<file path="src/rtl/ldpc_cnu_pkg.sv">
`timescale 1ns/1ps
package ldpc_cnu_pkg;

  // Strobes from the sequencer to the datapath
  typedef struct packed {
    logic init;   // seed forward metric
    logic load;   // capture one edge
    logic bInit;  // seed backward metric
    logic back;   // one backward step
    logic emit;   // present one result
  } cnuStrobe_t;

  // Distances up to this value earn a one-LSB max-star correction
  localparam int CORR_SPAN = 2;

  function automatic int satSym(int v, int w);
    int lim;
    lim = (1 <<< (w - 1)) - 1;
    if (v > lim) return lim;
    if (v < -lim) return -lim;
    return v;
  endfunction

  function automatic int maxStar(int a, int b);
    int d;
    int m;
    d = (a > b) ? a - b : b - a;
    m = (a > b) ? a : b;
    return m + ((d <= CORR_SPAN) ? 1 : 0);
  endfunction

  // Two-state trellis step, shared by both recursions and the extrinsic
  function automatic int trellisStep(int a, int m);
    return maxStar(a, m) - maxStar(a + m, 0);
  endfunction

endpackage

</file>
<file path="src/rtl/ldpc_cnu_ctrl.sv">
`timescale 1ns/1ps
module ldpc_cnu_ctrl
  import ldpc_cnu_pkg::*;
#(
  parameter int MAX_DEG = 20,
  parameter int DEG_W   = $clog2(MAX_DEG + 1),
  parameter int IDX_W   = $clog2(MAX_DEG)
) (
  input  logic             clk,
  input  logic             rst_n,
  input  logic             start,
  input  logic [DEG_W-1:0] degree,
  input  logic             inValid,
  output cnuStrobe_t       strb,
  output logic [IDX_W-1:0] idx,
  output logic             busy
);

  typedef enum logic [1:0] {S_IDLE, S_LOAD, S_BACK, S_EMIT} cnuState_t;

  cnuState_t        state;
  logic [IDX_W-1:0] cnt;
  logic [IDX_W-1:0] lastR;
  logic [IDX_W-1:0] lastIn;

  // Clamp the requested degree into 2..MAX_DEG, stored as last index
  always_comb begin
    if (degree < DEG_W'(2))
      lastIn = IDX_W'(1);
    else if (degree > DEG_W'(MAX_DEG))
      lastIn = IDX_W'(MAX_DEG - 1);
    else
      lastIn = IDX_W'(degree - DEG_W'(1));
  end

  always_comb begin
    strb.init  = (state == S_IDLE) && start;
    strb.load  = (state == S_LOAD) && inValid;
    strb.bInit = strb.load && (cnt == lastR);
    strb.back  = (state == S_BACK);
    strb.emit  = (state == S_EMIT);
  end

  assign idx  = cnt;
  assign busy = (state != S_IDLE);

  always_ff @(posedge clk) begin
    if (!rst_n) begin
      state <= S_IDLE;
      cnt   <= '0;
      lastR <= '0;
    end else begin
      case (state)
        S_IDLE: if (start) begin
          lastR <= lastIn;
          cnt   <= '0;
          state <= S_LOAD;
        end
        S_LOAD: if (inValid) begin
          if (cnt == lastR) state <= S_BACK;
          else cnt <= cnt + IDX_W'(1);
        end
        S_BACK: begin
          if (cnt == '0) state <= S_EMIT;
          else cnt <= cnt - IDX_W'(1);
        end
        default: begin
          if (cnt == lastR) begin
            state <= S_IDLE;
            cnt   <= '0;
          end else begin
            cnt <= cnt + IDX_W'(1);
          end
        end
      endcase
    end
  end

  // a start pulse during a row must not disturb the latched degree
  a_r8_start_ignored: assert property (@(posedge clk) disable iff (!rst_n)
    (busy && start) |=> $stable(lastR));

endmodule

</file>
<file path="src/rtl/ldpc_cnu_dp.sv">
`timescale 1ns/1ps
module ldpc_cnu_dp
  import ldpc_cnu_pkg::*;
#(
  parameter int SO_W      = 8,
  parameter int MSG_W     = 6,
  parameter int MET_W     = 7,
  parameter int VS_W      = 9,
  parameter int LSB_SHIFT = 0,
  parameter int MAX_DEG   = 20,
  parameter int IDX_W     = $clog2(MAX_DEG)
) (
  input  logic                    clk,
  input  logic                    rst_n,
  input  cnuStrobe_t              strb,
  input  logic [IDX_W-1:0]        idx,
  input  logic signed [SO_W-1:0]  inSo,
  input  logic signed [MSG_W-1:0] inCtov,
  output logic                    outValid,
  output logic signed [SO_W-1:0]  outSo,
  output logic signed [MSG_W-1:0] outCtov
);

  localparam int MET_MAX = (1 <<< (MET_W - 1)) - 1;  // even-parity seed

  logic signed [MET_W-1:0] alphaR, betaR;
  logic signed [MET_W-1:0] alphaB [MAX_DEG];
  logic signed [MET_W-1:0] muRecB [MAX_DEG];
  logic signed [VS_W-1:0]  muSoB  [MAX_DEG];
  logic signed [MSG_W-1:0] extB   [MAX_DEG];

  int vtocI, muRecI, extI, soI;

  always_comb begin
    vtocI  = int'(inSo) - (int'(inCtov) <<< LSB_SHIFT);
    muRecI = satSym(vtocI, MET_W);
    extI   = trellisStep(int'(alphaB[idx]), int'(betaR));
    soI    = satSym(int'(muSoB[idx]) + (int'(extB[idx]) <<< LSB_SHIFT), SO_W);
  end

  always_ff @(posedge clk) begin
    if (!rst_n) begin
      alphaR <= MET_W'(MET_MAX);
      betaR  <= MET_W'(MET_MAX);
    end else begin
      if (strb.init) alphaR <= MET_W'(MET_MAX);
      else if (strb.load)
        alphaR <= MET_W'(satSym(trellisStep(int'(alphaR), muRecI), MET_W));
      if (strb.bInit) betaR <= MET_W'(MET_MAX);
      else if (strb.back)
        betaR <= MET_W'(satSym(trellisStep(int'(betaR), int'(muRecB[idx])), MET_W));
    end
  end

  always_ff @(posedge clk) begin
    if (strb.load) begin
      alphaB[idx] <= alphaR;
      muRecB[idx] <= MET_W'(muRecI);
      muSoB[idx]  <= VS_W'(satSym(vtocI, VS_W));
    end
    if (strb.back)
      extB[idx] <= MSG_W'(satSym(extI >>> LSB_SHIFT, MSG_W));
  end

  assign outValid = strb.emit;
  assign outSo    = strb.emit ? SO_W'(soI) : '0;
  assign outCtov  = strb.emit ? extB[idx] : '0;

  // recursion metrics never reach the unused most-negative code
  a_r2_alpha_sym: assert property (@(posedge clk) disable iff (!rst_n)
    alphaR != {1'b1, {(MET_W-1){1'b0}}});
  a_r3_beta_sym: assert property (@(posedge clk) disable iff (!rst_n)
    betaR != {1'b1, {(MET_W-1){1'b0}}});
  // emitted values respect symmetric saturation
  a_r4_ctov_sym: assert property (@(posedge clk) disable iff (!rst_n)
    outValid |-> outCtov != {1'b1, {(MSG_W-1){1'b0}}});
  a_r6_so_sym: assert property (@(posedge clk) disable iff (!rst_n)
    outValid |-> outSo != {1'b1, {(SO_W-1){1'b0}}});

endmodule

</file>
<file path="src/rtl/ldpc_layer_cnu.sv">
`timescale 1ns/1ps
module ldpc_layer_cnu
  import ldpc_cnu_pkg::*;
#(
  parameter int SO_W      = 8,
  parameter int MSG_W     = 6,
  parameter int MET_W     = 7,
  parameter int VS_W      = 9,
  parameter int LSB_SHIFT = 0,
  parameter int MAX_DEG   = 20,
  localparam int DEG_W    = $clog2(MAX_DEG + 1),
  localparam int IDX_W    = $clog2(MAX_DEG)
) (
  input  logic                    clk,
  input  logic                    rst_n,
  input  logic                    start,
  input  logic [DEG_W-1:0]        degree,
  input  logic                    inValid,
  input  logic signed [SO_W-1:0]  inSo,
  input  logic signed [MSG_W-1:0] inCtov,
  output logic                    busy,
  output logic                    outValid,
  output logic signed [SO_W-1:0]  outSo,
  output logic signed [MSG_W-1:0] outCtov
);

  cnuStrobe_t       strb;
  logic [IDX_W-1:0] idx;

  ldpc_cnu_ctrl #(.MAX_DEG(MAX_DEG), .DEG_W(DEG_W), .IDX_W(IDX_W)) u_ctrl (
    .clk(clk), .rst_n(rst_n), .start(start), .degree(degree),
    .inValid(inValid), .strb(strb), .idx(idx), .busy(busy));

  ldpc_cnu_dp #(.SO_W(SO_W), .MSG_W(MSG_W), .MET_W(MET_W), .VS_W(VS_W),
                .LSB_SHIFT(LSB_SHIFT), .MAX_DEG(MAX_DEG), .IDX_W(IDX_W)) u_dp (
    .clk(clk), .rst_n(rst_n), .strb(strb), .idx(idx), .inSo(inSo),
    .inCtov(inCtov), .outValid(outValid), .outSo(outSo), .outCtov(outCtov));

  // results leave as one unbroken burst that ends the row
  a_r7_burst: assert property (@(posedge clk) disable iff (!rst_n)
    outValid |=> (outValid || !busy));
  // nothing is emitted while idle
  a_r9_idle_quiet: assert property (@(posedge clk) disable iff (!rst_n)
    !busy |-> !outValid);

endmodule

</file>
<file path="config.mk">
export PLATFORM = sky130hd
export DESIGN_NAME = ldpc_layer_cnu
export DESIGN_NICKNAME = d
export VERILOG_FILES = /design/src/rtl/ldpc_cnu_pkg.sv /design/src/rtl/ldpc_cnu_ctrl.sv /design/src/rtl/ldpc_cnu_dp.sv /design/src/rtl/ldpc_layer_cnu.sv
export SDC_FILE = /design/constraint.sdc
export NUM_CORES = 1
export LEC_CHECK = 0
export BUFFER_PORTS_ARGS = -buffer_cell sky130_fd_sc_hd__buf_2
export CORE_MARGIN = 3
export CORE_UTILIZATION = 40
export CTS_CLUSTER_DIAMETER = 50
export DETAILED_ROUTE_END_ITERATION = 10
export SLEW_MARGIN = 20
export SYNTH_ARGS = -nofsm -noshare
export SYNTH_HDL_FRONTEND = slang
export SYNTH_HIERARCHICAL = 1
export SYNTH_SLANG_ARGS = --single-unit
export TNS_END_PERCENT = 10
</file>
<file path="constraint.sdc">
create_clock -name clk -period 30.5 [get_ports clk]
set_clock_uncertainty 0.15 [all_clocks]
set_input_delay 1.525 -clock clk [delete_from_list [all_inputs] [get_ports clk]]
set_output_delay 1.525 -clock clk [all_outputs]
set_load 0.02 [all_outputs]
</file>
* Yosys cells after proc, flatten, opt, wreduce, memory -nomap -nowiden
Memory sizes are Yosys's and may differ from the RTL's. A register that Yosys moved wholly into a read port is not among the register bits. Index checks and enable logic that the tools add are counted.
Cells by class: $add $sub $neg 26, magnitude comparators 26, equality and inequality tests 10, multiplexer cells 106, bitwise logic cells 1, reduce and logical (&&, ||, !) cells 12
Operators by type and width (count):
- $mux 32 | 15
- $add 32x32->32 | 6
- $le 32x3->1 const B | 6
- $gt 32x1->1 const B | 3
- $sub 1x32->32 const A | 3
- $sub 32x32->32 | 3
- $mux 5 | 16
- $gt 32x7->1 const B | 2
- $lt 32x7->1 const B | 2
- $mux 7 | 7
- $mux 6 | 8
- $mux 1 | 44
- $mux 8 | 5
- $mux 9 | 4
- $add 7x32->32 | 1
- $gt 32x6->1 const B | 1
- $gt 7x32->1 | 1
- $lt 32x6->1 const B | 1
- $sub 32x7->32 | 1
- $sub 7x32->32 | 1
- $sub 7x7->8 | 4
- $add 7x7->8 | 2
- $pmux 5 s3 | 1
- $gt 7x7->1 | 2
- 29 further kinds | 42
Storage, ports and cells: bits in registers 26, RAM bits 580, input bits 23, output and inout port bits 16, logic and storage cells 190, memories 4
Memory list:
- u_dp.muSoB | words 20, width 9, read ports 1, clocked after Yosys merged registers in 1, write ports 1, RTL line ldpc_cnu_dp.sv:29 | logic signed [VS_W-1:0] muSoB [MAX_DEG];
- u_dp.alphaB | words 20, width 7, read ports 1, clocked after Yosys merged registers in 1, write ports 1, RTL line ldpc_cnu_dp.sv:27 | logic signed [MET_W-1:0] alphaB [MAX_DEG];
- u_dp.muRecB | words 20, width 7, read ports 1, clocked after Yosys merged registers in 1, write ports 1, RTL line ldpc_cnu_dp.sv:28 | logic signed [MET_W-1:0] muRecB [MAX_DEG];
- u_dp.extB | words 20, width 6, read ports 1, clocked after Yosys merged registers in 1, write ports 1, RTL line ldpc_cnu_dp.sv:30 | logic signed [MSG_W-1:0] extB [MAX_DEG];

* Depth between registers and ports, before layout
depth after elaboration 24, mapped depth 59, gate-level depth less buffers 56

* Hierarchy
The synthesis kept the hierarchy.
Modules (own cells, without submodules):
- ldpc_cnu_dp | times used 1, cells an instance 2548, area each 33983.8 µm², seq. area each 17697.0 µm²
- ldpc_cnu_ctrl | times used 1, cells an instance 136, area each 1039.7 µm², seq. area each 240.2 µm²

* Worst setup path before layout
Ideal clock, no wire load.
kind input port to flip-flop, start point input port inSo[0], end point register u_dp.alphaR[1], library setup time 87 ps, arrival 14503 ps, data required time 30263 ps, slack 15760 ps, stages on the path 54, buffers on the path 4, cell sequence inv_1 -> ha_1 -> inv_1 -> fa_1 -> nand2_1 -> nand2_1 -> a21oi_1 -> o21ai_0 -> a21oi_1 -> o211ai_1 -> o21ai_0 -> clkbuf_1 -> nand4_1 -> ha_1 -> o22ai_1 -> inv_1 -> fa_1 -> o21bai_1 -> (+18 left out) -> a2111oi_0 -> nand4_1 -> o41ai_1 -> fa_1 -> inv_1 -> fa_1 -> ha_1 -> fa_1 -> a21o_2 -> a311o_4 -> and3_1 -> or3b_4 -> xnor2_1 -> or4bb_1 -> nor4_1 -> nand4b_1 -> and2_4 -> o31ai_1
RTL lines:
- start, declared | RTL line ldpc_layer_cnu.sv:19 | input logic signed [SO_W-1:0] inSo,
- end signal, assigned | RTL line ldpc_cnu_dp.sv:43 | alphaR <= MET_W'(MET_MAX);
- end signal, assigned | RTL line ldpc_cnu_dp.sv:46 | if (strb.init) alphaR <= MET_W'(MET_MAX);
- end signal, assigned | RTL line ldpc_cnu_dp.sv:48 | alphaR <= MET_W'(satSym(trellisStep(int'(alphaR), muRecI), MET_W));
- end, declared | RTL line ldpc_cnu_dp.sv:26 | logic signed [MET_W-1:0] alphaR, betaR;

==> metrics.yaml <==
r2r-end: "u_dp/alphaR[1]$_SDFFE_PP1P_"
worstPathMaxFanout: 34
post_cts_buffers: 0
grt_start_max_net_pins: 57
cts_resized: 0
clk_pin_slew_ns: 0.06
drive_gt1_frac: 0.155
syn_inst: 2684
drtPass1Iterations: 6
fin_cells: 3930
slew_viol_final: 0
antenna_found_initial: 0
ys_types: 104
dpl_cell_area_um2: 36800
cp.arrival_ns: 16.61
cts_num_sinks: 606
fillCellCount: 7588
dp_cells: 3803
cap_violations: 0
grt_pass1_vias: 22800
hold_depth: 2
dr_total_vias: 22700
cp_slowest_stage_delay_ns: 0.66
ff2ff_path_depth: 41
grt_first_pass_wirelength_mm: 137
fp.dieW_um: 302
cts_root_buffer: "clkbuf_16"
core-area_um2: 85900
min_from: "u_ctrl/lastR[1]$_SDFFE_PN0P_"
final_nets: 3059
min_period_ns: 16.25
start_util: 0.407
cts_hold_repair.buffers: 0
place_congestion: 0.852
fmax_mhz: 61.5
startpoint_type: "primary input"
max_slew_margin: 0.249
crit_type: "in2reg"
clock_latency_ns: 0.61
syn_area_um2: 35000
syn_avg_cell_area_um2: 13.0
reg2reg_from: "u_dp/alphaR[0]$_SDFFE_PP1P_"
fin_crit_sh: 0.533
seq_area_frac_synth: 0.512
worstMarginPinSlew_ns: 1.12
dp_hpwl_mm: 58.8
cts_buffers: 72
setup_viol_count_final: 0
status: "finished, final reports clean"
clock_path_buffers: 3
antennaDiodeCount: 0
die-area_um2: 91100
synth_edf_count: 580
endpoint_kind: "flip-flop"
design_area_um2: 39200
io-pin-count: 39
final_antenna_net_count: 0
critical_path.slowest_cell: "fa_1"
cts_tree: "yes"
overflow: 0
finalHoldViolCount: 0
wl_per_cell_um: 22.6
syn_to_final_growth_pct: 11.9
fp.dieH_um: 302
holdWs_ns: 0.344
cts_max_level: 3
vias_per_cell: 5.78
portBuffers: 38
rsz0062_at_grt: "no"
tns_ns: 0
synth.ff_latch_count: 606
hold_end: "u_ctrl/lastR[1]$_SDFFE_PN0P_"
yosysWarnings: 6
wl_mm: 88.8
grt_util_all_layers: 0.195
ys_async_sr_fraction: 0
holdCritPathClass: "reg2reg"
drtIter0Drc: 2056
ys.flop_type: "edfxtp_1"
fp-row-count: 107
crit_required_ns: 30.86
post-route-drc-count: 0
r2r_slack_ns: 17.54
syn_nets: 3010
[per-stage QoR]
stage / setup WS [ns] / utilization
final: 14.25 / 0.456
after floorplan: 15.76 / -
after global placement: 14.39 / 0.427
after detailed placement: 13.80 / 0.428
after CTS: 14.41 / 0.456
after global routing: 13.13 / 0.456
[registers in the layout (all words and copies together) (netlist names)]
| signal | cells |
|---|---|
| u_dp/muSoB | 180 |
| u_dp/alphaR | 7 |
| u_ctrl/idx | 5 |
| u_dp/extB | 120 |
| u_dp/alphaB | 140 |
| u_ctrl/lastR | 5 |
| u_dp/betaR | 7 |
| u_ctrl/state | 2 |
| u_dp/muRecB | 140 |
[worst max path at each step]
| stage | start | end | slack (ns) | cells after the start |
|---|---|---|---|---|
| global route | inCtov[1] | u_dp/alphaR[1]$_SDFFE_PP1P_ | 13.13 | 57 |
| finish | inCtov[1] | u_dp/alphaR[1]$_SDFFE_PP1P_ | 14.25 | 57 |
| CTS | inCtov[1] | u_dp/alphaR[1]$_SDFFE_PP1P_ | 14.41 | 57 |
| floorplan | inSo[0] | u_dp/alphaR[1]$_SDFFE_PP1P_ | 15.76 | 54 |
| global placement | inCtov[1] | u_dp/alphaR[2]$_SDFFE_PP1P_ | 14.39 | 57 |
| detailed placement | inCtov[1] | u_dp/alphaR[1]$_SDFFE_PP1P_ | 13.80 | 57 |
[critical path, delay by kind of cell]
family	cells	cell delay [ns]
AND/OR/NAND/NOR	20	5.29
buffers and inverters	6	0.99
adder cells (fa/ha/maj)	10	3.93
AO/OA/AOI/OAI	20	4.65
XOR/XNOR	1	0.16
[placed cells by master, fill, tap and decap left out, types with 22 or more instances in the layout]
| master | instances |
|---|---|
| a21o_1 | 48 |
| a21oi_1 | 128 |
| a22oi_1 | 22 |
| buf_2 | 38 |
| buf_4 | 56 |
| clkbuf_16 | 73 |
| edfxtp_1 | 580 |
| fa_1 | 66 |
| ha_1 | 237 |
| inv_1 | 231 |
| mux2i_1 | 44 |
| mux4_2 | 146 |
| nand2_1 | 120 |
| nand2b_1 | 25 |
| nand3_1 | 39 |
| nand4_1 | 35 |
| nor2_1 | 135 |
| nor2b_1 | 34 |
| nor3_1 | 49 |
| nor4_1 | 23 |
| o211ai_1 | 32 |
| o21ai_0 | 78 |
| o21bai_1 | 28 |
| xnor2_1 | 70 |
[layer usage]
layer  wire, µm  track usage  part of all wire
met5          0            0                 0
met4       1500       0.0455             0.017
met3       5500       0.0289             0.062
met2      42600        0.324              0.48
met1      39200        0.271              0.44
[area by class of cell]
cell class | count | area [µm²] | share of cell area
Clock buffer | 88 | 1880 | 0.0481
Clock inverter | 39 | 517 | 0.0132
Inverter | 235 | 882 | 0.0225
Multi-Input combinational cell | 1720 | 15800 | 0.404
Sequential cell | 606 | 17900 | 0.458
Tap cell | 1144 | 1430 | 0.0365
Timing Repair Buffer | 98 | 706 | 0.0180
[cell families (layout without fill, tap and decap cells)]
| family | after synthesis | after routing | synth area share |
|---|---|---|---|
| compound gates | 532 | 532 | 0.105 |
| xor+xnor | 88 | 88 | 0.0220 |
| mux | 207 | 207 | 0.112 |
| flops | 606 | 606 | 0.512 |
| buf+inv | 358 | 460 | 0.0405 |
| simple gates | 590 | 590 | 0.0864 |
| fa+ha+maj | 303 | 303 | 0.122 |
[cell usage after synthesis, drive strengths merged, types with 8 or more instances]
| master | instances | share of area |
|---|---|---|
| mux2 | 17 | 0.0055 |
| mux2i | 44 | 0.013 |
| xnor2 | 71 | 0.018 |
| ha | 237 | 0.085 |
| a211oi | 9 | 0.0021 |
| nand2b | 25 | 0.0045 |
| a32oi | 21 | 0.0053 |
| nor2b | 34 | 0.0061 |
| nand4b | 9 | 0.0023 |
| a221o | 13 | 0.0037 |
| mux4 | 146 | 0.094 |
| nand2 | 120 | 0.013 |
| a21boi | 8 | 0.0017 |
| o22ai | 11 | 0.0020 |
| edfxtp | 580 | 0.50 |
| o31ai | 9 | 0.0021 |
| xor2 | 17 | 0.0043 |
| a21oi | 130 | 0.019 |
| inv | 232 | 0.025 |
| o21ai | 93 | 0.013 |
| buf | 45 | 0.0069 |
| clkbuf | 78 | 0.0084 |
| a31oi | 14 | 0.0025 |
| o21bai | 28 | 0.0060 |
| o221ai | 9 | 0.0023 |
| nor3 | 49 | 0.0070 |
| nand4 | 35 | 0.0063 |
| dfxtp | 26 | 0.015 |
| fa | 66 | 0.038 |
| o21a | 13 | 0.0028 |
| nand3 | 39 | 0.0056 |
| nor4 | 24 | 0.0045 |
| nor2 | 156 | 0.017 |
| a22oi | 22 | 0.0047 |
| and2 | 22 | 0.0040 |
| nor3b | 10 | 0.0021 |
| or2 | 11 | 0.0020 |
| a21o | 49 | 0.011 |
| and3 | 13 | 0.0023 |
| o211ai | 33 | 0.0072 |
| or3 | 9 | 0.0016 |
| a221oi | 9 | 0.0024 |
Power is left out: the tool's default activity adds up to more than one toggle a clock period on the data nets, which glitch-free logic cannot reach.
